$ cat src/rtl/pio_dual_pkg.sv
package pio_dual_pkg;
  localparam int BUS_W  = 32;
  localparam int ADDR_W = 9;
  localparam int NBANK  = 2;

  localparam logic [ADDR_W-1:0] OFF_A_DATA = 9'h000;
  localparam logic [ADDR_W-1:0] OFF_A_DIR  = 9'h004;
  localparam logic [ADDR_W-1:0] OFF_B_DATA = 9'h008;
  localparam logic [ADDR_W-1:0] OFF_B_DIR  = 9'h00C;
  localparam logic [ADDR_W-1:0] OFF_GEN    = 9'h11C;
  localparam logic [ADDR_W-1:0] OFF_STS    = 9'h120;
  localparam logic [ADDR_W-1:0] OFF_IEN    = 9'h128;

  localparam int GEN_BIT = 31;
endpackage

$ cat src/rtl/pio_dual_chan.sv
module pio_dual_chan #(
  parameter int           W        = 32,
  parameter logic [W-1:0] DATA_RST = '0,
  parameter logic [W-1:0] DIR_RST  = '1
) (
  input  logic         clk,
  input  logic         rst,
  input  logic         wr_data,
  input  logic         wr_dir,
  input  logic [W-1:0] wdata,
  input  logic [W-1:0] pin_in,
  output logic [W-1:0] pin_out,
  output logic [W-1:0] pin_oe,
  output logic [W-1:0] rd_data,
  output logic [W-1:0] rd_dir,
  output logic         change
);
  logic [W-1:0] data_q, dir_q;
  logic [W-1:0] sync1_q, sync2_q, prev_q;

  always_ff @(posedge clk) begin
    if (rst) begin
      data_q <= DATA_RST;
      dir_q  <= DIR_RST;
    end else begin
      if (wr_data) data_q <= wdata;
      if (wr_dir)  dir_q  <= wdata;
    end
  end

  always_ff @(posedge clk) begin
    if (rst) begin
      sync1_q <= '0;
      sync2_q <= '0;
      prev_q  <= '0;
    end else begin
      sync1_q <= pin_in;
      sync2_q <= sync1_q;
      prev_q  <= sync2_q;
    end
  end

  assign pin_out = data_q;
  assign pin_oe  = ~dir_q;
  assign rd_dir  = dir_q;
  assign rd_data = (data_q & ~dir_q) | (sync2_q & dir_q);
  assign change  = |((sync2_q ^ prev_q) & dir_q);

  assert_dir_to_oe_R2: assert property (@(posedge clk) disable iff (rst)
    wr_dir |=> pin_oe == ~$past(wdata));

  assert_reset_latches_R3: assert property (@(posedge clk) disable iff (rst)
    $past(rst) |-> (pin_oe == ~DIR_RST) && (pin_out == DATA_RST));
endmodule

$ cat src/rtl/pio_dual_irq.sv
module pio_dual_irq #(
  parameter int N = 2
) (
  input  logic         clk,
  input  logic         rst,
  input  logic         wr_sts,
  input  logic         wr_ien,
  input  logic         wr_gen,
  input  logic [N-1:0] wbits,
  input  logic         wgen,
  input  logic [N-1:0] event_in,
  output logic [N-1:0] sts,
  output logic [N-1:0] ien,
  output logic         gen,
  output logic         irq
);
  logic [N-1:0] clr;

  assign clr = wr_sts ? wbits : '0;

  always_ff @(posedge clk) begin
    if (rst) begin
      sts <= '0;
      ien <= '0;
      gen <= 1'b0;
      irq <= 1'b0;
    end else begin
      sts <= (sts & ~clr) | event_in;
      if (wr_ien) ien <= wbits;
      if (wr_gen) gen <= wgen;
      irq <= gen & |(sts & ien);
    end
  end

  for (genvar i = 0; i < N; i++) begin : g_chk
    assert_sticky_R6: assert property (@(posedge clk) disable iff (rst)
      sts[i] && !(wr_sts && wbits[i]) |=> sts[i]);
    assert_clear_R6: assert property (@(posedge clk) disable iff (rst)
      wr_sts && wbits[i] && !event_in[i] |=> !sts[i]);
  end

  assert_gen_gates_R7: assert property (@(posedge clk) disable iff (rst)
    !gen |=> !irq);
endmodule

$ cat src/rtl/pio_dual.sv
module pio_dual
  import pio_dual_pkg::*;
#(
  parameter int               WIDTH_A    = 32,
  parameter int               WIDTH_B    = 32,
  parameter bit               DUAL       = 1'b1,
  parameter logic [WIDTH_A-1:0] A_DATA_RST = '0,
  parameter logic [WIDTH_A-1:0] A_DIR_RST  = '1,
  parameter logic [WIDTH_B-1:0] B_DATA_RST = '0,
  parameter logic [WIDTH_B-1:0] B_DIR_RST  = '1
) (
  input  logic               clk,
  input  logic               rst,
  input  logic [ADDR_W-1:0]  bus_addr,
  input  logic               bus_we,
  input  logic [BUS_W-1:0]   bus_wdata,
  output logic [BUS_W-1:0]   bus_rdata,
  input  logic [WIDTH_A-1:0] pin_in_a,
  output logic [WIDTH_A-1:0] pin_out_a,
  output logic [WIDTH_A-1:0] pin_oe_a,
  input  logic [WIDTH_B-1:0] pin_in_b,
  output logic [WIDTH_B-1:0] pin_out_b,
  output logic [WIDTH_B-1:0] pin_oe_b,
  output logic               irq
);
  logic [WIDTH_A-1:0] a_rd, a_dir;
  logic [WIDTH_B-1:0] b_rd, b_dir;
  logic               a_chg, b_chg;
  logic [NBANK-1:0]   sts, ien, evt;
  logic               gen;

  pio_dual_chan #(.W(WIDTH_A), .DATA_RST(A_DATA_RST), .DIR_RST(A_DIR_RST)) u_bank_a (
    .clk(clk), .rst(rst),
    .wr_data(bus_we && bus_addr == OFF_A_DATA),
    .wr_dir (bus_we && bus_addr == OFF_A_DIR),
    .wdata(bus_wdata[WIDTH_A-1:0]), .pin_in(pin_in_a),
    .pin_out(pin_out_a), .pin_oe(pin_oe_a),
    .rd_data(a_rd), .rd_dir(a_dir), .change(a_chg)
  );

  if (DUAL) begin : g_bank_b
    pio_dual_chan #(.W(WIDTH_B), .DATA_RST(B_DATA_RST), .DIR_RST(B_DIR_RST)) u_bank_b (
      .clk(clk), .rst(rst),
      .wr_data(bus_we && bus_addr == OFF_B_DATA),
      .wr_dir (bus_we && bus_addr == OFF_B_DIR),
      .wdata(bus_wdata[WIDTH_B-1:0]), .pin_in(pin_in_b),
      .pin_out(pin_out_b), .pin_oe(pin_oe_b),
      .rd_data(b_rd), .rd_dir(b_dir), .change(b_chg)
    );
  end else begin : g_no_bank_b
    assign pin_out_b = '0;
    assign pin_oe_b  = '0;
    assign b_rd      = '0;
    assign b_dir     = '0;
    assign b_chg     = 1'b0;
  end

  assign evt = {b_chg, a_chg};

  pio_dual_irq #(.N(NBANK)) u_irq (
    .clk(clk), .rst(rst),
    .wr_sts(bus_we && bus_addr == OFF_STS),
    .wr_ien(bus_we && bus_addr == OFF_IEN),
    .wr_gen(bus_we && bus_addr == OFF_GEN),
    .wbits(bus_wdata[NBANK-1:0]), .wgen(bus_wdata[GEN_BIT]),
    .event_in(evt), .sts(sts), .ien(ien), .gen(gen), .irq(irq)
  );

  always_ff @(posedge clk) begin
    if (rst) begin
      bus_rdata <= '0;
    end else begin
      unique case (bus_addr)
        OFF_A_DATA: bus_rdata <= BUS_W'(a_rd);
        OFF_A_DIR:  bus_rdata <= BUS_W'(a_dir);
        OFF_B_DATA: bus_rdata <= BUS_W'(b_rd);
        OFF_B_DIR:  bus_rdata <= BUS_W'(b_dir);
        OFF_GEN:    bus_rdata <= {gen, {(BUS_W-1){1'b0}}};
        OFF_STS:    bus_rdata <= BUS_W'(sts);
        OFF_IEN:    bus_rdata <= BUS_W'(ien);
        default:    bus_rdata <= '0;
      endcase
    end
  end
endmodule

$ cat config.mk
export PLATFORM = sky130hd
export DESIGN_NAME = pio_dual
export DESIGN_NICKNAME = d
export VERILOG_FILES = /design/src/rtl/pio_dual_pkg.sv /design/src/rtl/pio_dual_chan.sv /design/src/rtl/pio_dual_irq.sv /design/src/rtl/pio_dual.sv
export SDC_FILE = /design/constraint.sdc
export NUM_CORES = 1
export LEC_CHECK = 0
export CAP_MARGIN = 20
export CORE_ASPECT_RATIO = 0.9
export CORE_UTILIZATION = 35
export DETAILED_ROUTE_END_ITERATION = 8
export GPL_TIMING_DRIVEN = 1
export MAX_ROUTING_LAYER = met4
export PLACE_DENSITY_LB_ADDON = 0.1
export SKIP_CTS_REPAIR_TIMING = 1
export SYNTH_ARGS = -nofsm -noshare
export SYNTH_HDL_FRONTEND = slang
export SYNTH_SLANG_ARGS = --single-unit
$ cat constraint.sdc
create_clock -name clk -period 4.57 [get_ports clk]
set_input_delay 0.914 -clock clk [delete_from_list [all_inputs] [get_ports clk]]
set_output_delay 0.914 -clock clk [all_outputs]
set_load 0.05 [all_outputs]
After elaboration in Yosys (flattened, before gate mapping)
Index checks and enable logic that the tools add are counted.
{"block": "classes", "reduce_logical": 11, "add_sub_neg": 0, "shifts": 0, "n_mux": 2, "n_mul": 0, "n_eq_ne": 6, "n_div": 0, "bitwise": 17, "order_cmp": 0}
{"operator": "$pmux W32 S7", "count": 1}
{"operator": "$and A32 B32 Y32", "count": 6}
{"operator": "$not A32 Y32", "count": 2}
{"operator": "$or A32 B32 Y32", "count": 2}
{"operator": "$reduce_or A32 Y1", "count": 2}
{"operator": "$xor A32 B32 Y32", "count": 2}
{"operator": "$eq A9 B9 Y1 const B", "count": 3}
{"operator": "$eq A9 B4 Y1 const B", "count": 2}
{"operator": "$eq A9 B3 Y1 const B", "count": 1}
{"operator": "$logic_not A9 Y1", "count": 1}
{"operator": "$logic_and A1 B1 Y1", "count": 7}
{"operator": "$and A2 B2 Y2", "count": 2}
{"operator": "$mux W2", "count": 1}
{"operator": "$not A2 Y2", "count": 1}
{"operator": "$or A2 B2 Y2", "count": 1}
{"operator": "$reduce_or A2 Y1", "count": 1}
{"operator": "$and A1 B1 Y1", "count": 1}
{"block": "totals", "inputBits": 108, "n_memories": 0, "ram_bits": 0, "latchBits": 0, "output_inout_bits": 161, "ff_bits": 358, "mem_bits_ro": 0}

Depth between registers and ports, before layout
Gate-level depths: netlist of run 1.
{"block": "logic_depth", "ltp_word": 6, "mapped_depth": 8, "mapped_depth_nobuf": 5}

Modules after synthesis
From an unflattened synthesis of run 1, not the netlist that was laid out.
{"block": "unflattened", "cells_unflattened": 1295, "hier_area_um2": 13510.5}
{"mod": "pio_dual_chan", "seq_area_each_um2": 3203.1, "n_inst": 2, "area_per_inst_um2": 5641.7, "cells_per_inst": 530}
{"mod": "pio_dual", "seq_area_each_um2": 640.6, "n_inst": 1, "area_per_inst_um2": 2018.2, "cells_per_inst": 215}
{"mod": "pio_dual_irq", "seq_area_each_um2": 120.1, "n_inst": 1, "area_per_inst_um2": 209.0, "cells_per_inst": 20}

Least setup slack after synthesis of run 1
OpenSTA, ideal clock, no wires.
{"block": "synth_path", "path_kind": "input to register", "start": "input bus_addr[4]", "end": "register g_bank_b.u_bank_b.dir_q[24] (netlist: g_bank_b.u_bank_b.rd_dir[24])", "path_stages": 7, "setup_time_ps": 120, "arrival_ps": 2567, "setup_slack_ps": 1884, "path_cell_list": "or3_1 > or3_1 > buf_2 > nor3_4 > buf_6 > nor2_1 > a211o_1"}
{"block": "synth_between", "elab_chain_len": 2}
{"item": "from (decl)", "line_no": "pio_dual.sv:14", "text": "input logic [ADDR_W-1:0] bus_addr,"}
{"item": "$eq A9 B4 Y1", "line_no": "pio_dual.sv:45", "text": ".wr_dir (bus_we && bus_addr == OFF_B_DIR),"}
{"item": "$logic_and A1 B1 Y1", "line_no": "pio_dual.sv:45"}
{"item": "to (signal assigned)", "line_no": "pio_dual_chan.sv:27", "text": "if (wr_dir) dir_q <= wdata;"}
{"item": "to (decl)", "line_no": "pio_dual_chan.sv:18", "text": "logic [W-1:0] data_q, dir_q;"}
No other way between the ends.
A chain may end at the register's enable or synchronous reset.

Worst setup path in the final report of run 1
{"block": "layout_path", "start": "input bus_addr[4]", "end": "register u_bank_a.data_q[17] (netlist: u_bank_a.pin_out[17])"}
{"block": "layout_between", "elab_chain_len": 2}
{"item": "$logic_not A9 Y1", "line_no": "pio_dual.sv:34", "text": ".wr_data(bus_we && bus_addr == OFF_A_DATA),"}
{"item": "$logic_and A1 B1 Y1", "line_no": "pio_dual.sv:34"}
{"item": "to (signal assigned)", "line_no": "pio_dual_chan.sv:26", "text": "if (wr_data) data_q <= wdata;"}
{"item": "to (decl)", "line_no": "pio_dual_chan.sv:18"}
No other way between the ends.

==> out/qor.txt, run 1 <==
count leader, synth = dfxtp_1
Post-DRT Antenna Nets = 0
final setup TNS = 0 ps
DRT Wirelength = 42700 um
Min Clock Period, post-route = 3070 ps
CP Cell Sequence = clkdlybuf4s50_1, or3_1, or3_1, or3_1, buf_16, nand2_1, a21oi_1
Tot GR Track Use = 22.9%
# DRC = 0
crit-path leading delay family = simple AND/OR/NAND/NOR gates
diode count = 0
FFs w/ async S/R, synth = 0%
Die Ht = 185 um
sequential share of the synthesized area = 55.1%
CTS tree = built
Max Cap Viol = 0
peak supply drop = 0.000257 V
vias = 10700
Setup-failing EPs final = 0
Layout Utilization = 47.7%
Initial DRC Count = 619
area share of the largest cell type after synthesis = 55.1%
CP startpoint kind = input port
Worst Hold Launch = u_bank_a.sync1_q[25]
ys flop type = dfxtp_1
vias per cell = 4.88
worst slew pin tran = 971 ps
Final Cycle Share = 67.1%
CP Buf/Inv Count = 2
EDFF count, synth = 0
Hold Path End = u_bank_a.sync2_q[25]
Hold Path Stages = 1
HP Class = flop to flop
I/O Pins = 269
die width = 205 um
area taken by multi-input logic gates = 5230 um2
initial antenna violation count = 0
root buffer cell = clkbuf_16
simple-gate share of the synthesized area = 22.5%
capturing point of the worst reg2reg path = u_irq.sts[0]
largest net degree at the start of global routing = 184
# nets final = 1799
Fillers = 3597
clock-pin slew on the worst setup and hold paths = 60 ps
register bit total from synthesis = 358
Leakage = 6.71 nW
H-tree levels = 2
Gate Count Post-Synth = 1455
row cnt = 66
dpl hpwl = 30200 um
synthesized area = 13000 um2
cell mode on critical path = or3_1
layout cell share with drive strength beyond 1 = 4.89%
CP arrival = 3450 ps
Worst R2R Start = u_bank_a.sync2_q[9]
top post-synthesis cells by count = dfxtp_1, nand2_1, nor2b_1
Compound-Gate Fraction of Synth Area = 13.0%
CP max stage cell = or3_1
IO Port Bufs = 268
CTS buffer count = 38
GP Congestion = 0.866
area grow syn2layout = 33.4%
CP endpoint kind = flop
worst-path fanout max = 21
Critical Path RT = 4950 ps
number of global-route vias before repair = 10200
Ys Warns = 0
Fin Hold WS = 435 ps
sequential standard cell area = 7170 um2
relative slew slack = 35.3%
die area = 37900 um2
pwr dens = 389 nW/um2
DR pass1 iterations = 5
Crit Path Category = input port to flop
cell taking the most area after synthesis = dfxtp_1
Final Skew = 15.5 ps
Avg Inst Size Synth = 8.93 um2
Core Area = 36300 um2
first-pass GRT wire length = 62600 um
R2R depth = 5
total gr overflow = 0
flop2flop setup slack = 2840 ps
Final Hold Viols = 0
starting density of the core = 35.8%
FMAX = 326 MHz
largest cells by area after synthesis = dfxtp_1, nor2b_1, nand2_1
Area after DPL = 16100 um2
largest family of logic cells by synthesized area = simple AND/OR/NAND/NOR gates
mux contribution to synthesized area = 0.231%
post-synthesis xor/xnor area fraction = 4.31%
Clock Sinks = 358
routed len/inst = 19.4 um
Slew Limit Fails = 0
clock buffer depth = 3
Adder-Cell Fraction of Synth Area = 0%
count of cell types in the netlist = 36
Critical Path Max Stage Delay = 680 ps
Net Count, Synth = 1563
Final Cell Area = 17300 um2
Clock Latency Late Sink = 550 ps
status = finished, final reports clean
RSZ-0062 raised after global routing = no
[kinds of logic (layout without fill, tap and decap cells)]
| logic type | after synthesis | count (layout) |
|---|---|---|
| buffers and inverters | 152 | 415 |
| AND/OR/NAND/NOR | 581 | 581 |
| multiplexers | 3 | 3 |
| flip-flops | 358 | 358 |
| XOR/XNOR | 64 | 64 |
| AO/OA/AOI/OAI | 297 | 297 |
[flip-flops by register name (all words and copies together), names as in the netlist, 2 cells and up]
register / cells
bus_rdata: 32
g_bank_b.u_bank_b.pin_out: 32
g_bank_b.u_bank_b.prev_q: 32
g_bank_b.u_bank_b.rd_dir: 32
g_bank_b.u_bank_b.sync1_q: 32
g_bank_b.u_bank_b.sync2_q: 32
u_bank_a.pin_out: 32
u_bank_a.prev_q: 32
u_bank_a.rd_dir: 32
u_bank_a.sync1_q: 32
u_bank_a.sync2_q: 32
u_irq.ien: 2
u_irq.sts: 2
[where the power goes]
part | switching [W] | internal (W)
Sequential | 0.0000394 | 0.00319
Clock | 0.00125 | 0.00185
Combinational | 0.000223 | 0.000192
Total | 0.00151 | 0.00523
[final cells by class]
type | count | share of cell area (%)
flip-flops and latches | 358 | 41.3
multi-input cells | 945 | 30.2
repair buffers | 283 | 16.4
clock buffers | 59 | 6.89
well taps | 476 | 3.44
inverters | 65 | 1.41
clock inverters | 8 | 0.390
[metrics by stage]
| stage | setup WS [ps] | cells | power [W] |
|---|---|---|---|
| after floorplan | 1880 | 1455 | 0.00350 |
| after global placement | 807 | 2126 | 0.00372 |
| after detailed placement | 955 | 2127 | 0.00372 |
| after CTS | 1520 | 2194 | 0.00683 |
| after global routing | 1420 | 2194 | 0.00700 |
| final | 1500 | 2194 | 0.00674 |
[worst max path at each step]
stage | from | slack (ps) | endpoint | cells after the start
finish | bus_addr[4] | 1500 | u_bank_a.pin_out[17] | 7
floorplan | bus_addr[4] | 1880 | g_bank_b.u_bank_b.rd_dir[24] | 7
global placement | bus_addr[4] | 810 | u_bank_a.pin_out[14] | 6
detailed placement | bus_addr[4] | 960 | u_bank_a.pin_out[19] | 7
global route | bus_addr[4] | 1420 | u_bank_a.pin_out[19] | 7
CTS | bus_addr[4] | 1520 | u_bank_a.pin_out[17] | 7
[cell usage in the layout, fill, tap and decap left out, drive strengths merged]
cell type | netlist | routed
and4 | 1 | 1
o21ai | 97 | 97
a221oi | 6 | 6
clkbuf | 59 | 59
nand2 | 230 | 230
a211oi | 3 | 3
xnor2 | 56 | 56
and3 | 3 | 3
bufinv | 0 | 1
nand3 | 33 | 33
nor4 | 6 | 6
inv | 65 | 65
clkdlybuf4s50 | 0 | 265
a22oi | 3 | 3
nor3b | 1 | 1
nand3b | 33 | 33
clkinvlp | 0 | 1
a21oi | 124 | 124
xor2 | 8 | 8
dfxtp | 358 | 358
nor2 | 65 | 65
or3 | 4 | 4
clkinv | 0 | 6
buf | 28 | 18
or4 | 1 | 1
o2bb2ai | 1 | 1
nand4b | 1 | 1
o211ai | 1 | 1
a41oi | 2 | 2
nor3 | 8 | 8
nand4 | 2 | 2
mux2i | 3 | 3
o22ai | 28 | 28
and2 | 1 | 1
nor2b | 192 | 192
a211o | 32 | 32
[worst reg2reg max path, delay by kind of cell (launching register included)]
kind | cells | cell delay [ps]
xor+xnor | 1 | 140
compound gates | 3 | 780
flops | 1 | 390
simple gates | 1 | 250
[per-layer routing]
layer	global-route usage, %	vias to the layer above	wire, um
met1	29.1	5035	18500
li1	-	5227	-
met3	5.30	49	3530
met5	-	-	0
met4	6.37	0	885
met2	36.2	398	19800
No activity file was read; power rests on OpenSTA's default activity.
==> run 2: changes to the inputs <==
==> constraint.sdc (replaced) <==
create_clock -name clk -period 2.8 [get_ports clk]
set_input_delay 0.56 -clock clk [delete_from_list [all_inputs] [get_ports clk]]
set_output_delay 0.56 -clock clk [all_outputs]
set_load 0.05 [all_outputs]
==> run 2 against run 1 <==
Compared with the run above: clock skew is 4.8 ps lower; sequential share of layout area is 0.99 points lower; final cell count is 1.0% higher; design area is 2.4% higher; clock power is 88% higher; utilization is 1.2 points higher; non-clock buffer count is 16 higher; register-to-register slack worse by 1700 ps; largest cell class unchanged.
==> out/qor.txt, run 2 (synthesis gave the netlist of run 1 again) <==
status = finished, final reports clean
Fillers = 3486 (-3.1%)
I/O Pins = 269 (unchanged)
CP startpoint kind = flop
DRT Wirelength = 42500 um (-0.52%)
flop2flop setup slack = 1120 ps (-1720 ps)
Area after DPL = 16300 um2 (+1.2%)
clock buffer depth = 3 (unchanged)
initial antenna violation count = 3 (+3)
vias = 10900 (+1.6%)
# nets final = 1816 (+0.94%)
Clock Sinks = 358 (unchanged)
Die Ht = 185 um (unchanged)
Crit Path Category = flop to primary output
Critical Path RT = 2240 ps (-2710 ps)
Hold Path Stages = 2 (+1)
die width = 205 um (unchanged)
CTS buffer count = 39 (+2.6%)
commonest non-fill, non-tap cells in the layout = dfxtp_1, clkdlybuf4s50_1, nand2_1
pwr dens = 663 nW/um2 (+71%)
layout cell share with drive strength beyond 1 = 6.33% (+1.4 points)
Tot GR Track Use = 22.7% (-0.14 points)
Min Clock Period, post-route = 2520 ps
peak supply drop = 0.000402 V (+56%)
Leakage = 6.90 nW (+2.8%)
routed len/inst = 19.1 um (-1.5%)
clock-pin slew on the worst setup and hold paths = 60 ps (about the same)
root buffer cell = clkbuf_16
R2R depth = 5 (unchanged)
capturing point of the worst reg2reg path = u_irq.sts[0]
dpl hpwl = 30400 um (+0.84%)
die area = 37900 um2 (unchanged)
Final Cycle Share = 90.0%
H-tree levels = 2 (unchanged)
relative slew slack = 53.6% (+18 points)
Final Hold Viols = 0 (unchanged)
Setup-failing EPs final = 0 (unchanged)
Worst R2R Start = u_bank_a.sync2_q[9]
Post-DRT Antenna Nets = 0 (unchanged)
CP arrival = 1960 ps (-1490 ps)
DR pass1 iterations = 5 (unchanged)
Slew Limit Fails = 0 (unchanged)
FMAX = 397 MHz
vias per cell = 4.91 (+0.55%)
commonest non-fill, non-tap cell in the layout = dfxtp_1
CTS tree = built
Core Area = 36300 um2 (unchanged)
number of global-route vias before repair = 10500 (+3.2%)
HP Class = input port to flop
Clock Latency Late Sink = 540 ps (about the same)
first-pass GRT wire length = 62800 um (+0.25%)
Worst Hold Launch = bus_addr[3]
Hold Path End = bus_rdata[0]
RSZ-0062 raised after global routing = no
# DRC = 0 (unchanged)
Final Cell Area = 17800 um2 (+2.4%)
GP Congestion = 0.851 (-1.7%)
Max Cap Viol = 0 (unchanged)
IO Port Bufs = 268 (unchanged)
worst slew pin tran = 697 ps (-274 ps)
PnR worst setup slack = 281 ps (-1220 ps)
largest net degree at the start of global routing = 108 (-41%)
CP endpoint kind = primary output
Total Power = 0.0118 W (+75%)
row cnt = 66 (unchanged)
area grow syn2layout = 36.6%
Final Skew = 10.7 ps (-4.81 ps)
total gr overflow = 0 (unchanged)
Place WS = -47.4 ps (-1000 ps)
starting density of the core = 35.8% (unchanged)
worst-path fanout max = 3 (-86%)
Initial DRC Count = 707 (+14%)
==> run 2: worst max-delay path, stage by stage, from the launching register on <==
cell and delay, ps:
dfxtp_1 320, inv_1 230, clkdlybuf4s50_1 860
==> run 2: layout make-up <==
cell class              instances  area [um2]  area share, %
flip-flops and latches        358        7170           40.4
repair buffers                299        3040           17.1
well taps                     476         596           3.35
clock buffers                  47        1070           6.00
inverters                      65         244           1.37
diodes                          3        7.51         0.0423
clock inverters                24         412           2.32
multi-input cells             945        5230           29.5
==> run 2: how the worst max path moves through the flow <==
stage | from | endpoint | slack, ps
floorplan | bus_addr[4] | g_bank_b.u_bank_b.rd_dir[24] | 470
global placement | bus_addr[4] | u_bank_a.pin_out[25] | 4
detailed placement | bus_addr[4] | g_bank_b.u_bank_b.rd_dir[18] | -50
CTS | u_bank_a.rd_dir[6] | pin_oe_a[6] | 280
global route | g_bank_b.u_bank_b.rd_dir[4] | pin_oe_b[4] | 240
finish | u_bank_a.rd_dir[6] | pin_oe_a[6] | 280
==> run 2: metrics by stage <==
| step | util [%] | std cells | setup TNS (ps) | hold WS [ps] |
|---|---|---|---|---|
| 3_5_place_dp | 44.8 | 2143 | -786 | 422 |
| 4_1_cts | 48.9 | 2214 | 0 | 329 |
| 3_3_place_gp | 44.8 | 2143 | 0 | 420 |
| 6_report | 48.9 | 2217 | 0 | 359 |
| 5_1_grt | 48.9 | 2217 | 0 | 344 |
| 2_1_floorplan | - | 1455 | 0 | 414 |
==> run 2: layer usage <==
metal	global-route usage, %	part of all wire (%)
met2	36.6	47
met3	5.42	8.1
met5	-	0
met4	6.31	2.1
met1	28.3	43
==> run 2: where the power goes <==
group / total [W] / leakage (nW) / internal (W) / switching, W
registers: 0.00527 / 2.92 / 0.00521 / 0.0000657
logic: 0.000685 / 3.28 / 0.000323 / 0.000362
clock network: 0.00582 / 0.705 / 0.00366 / 0.00216
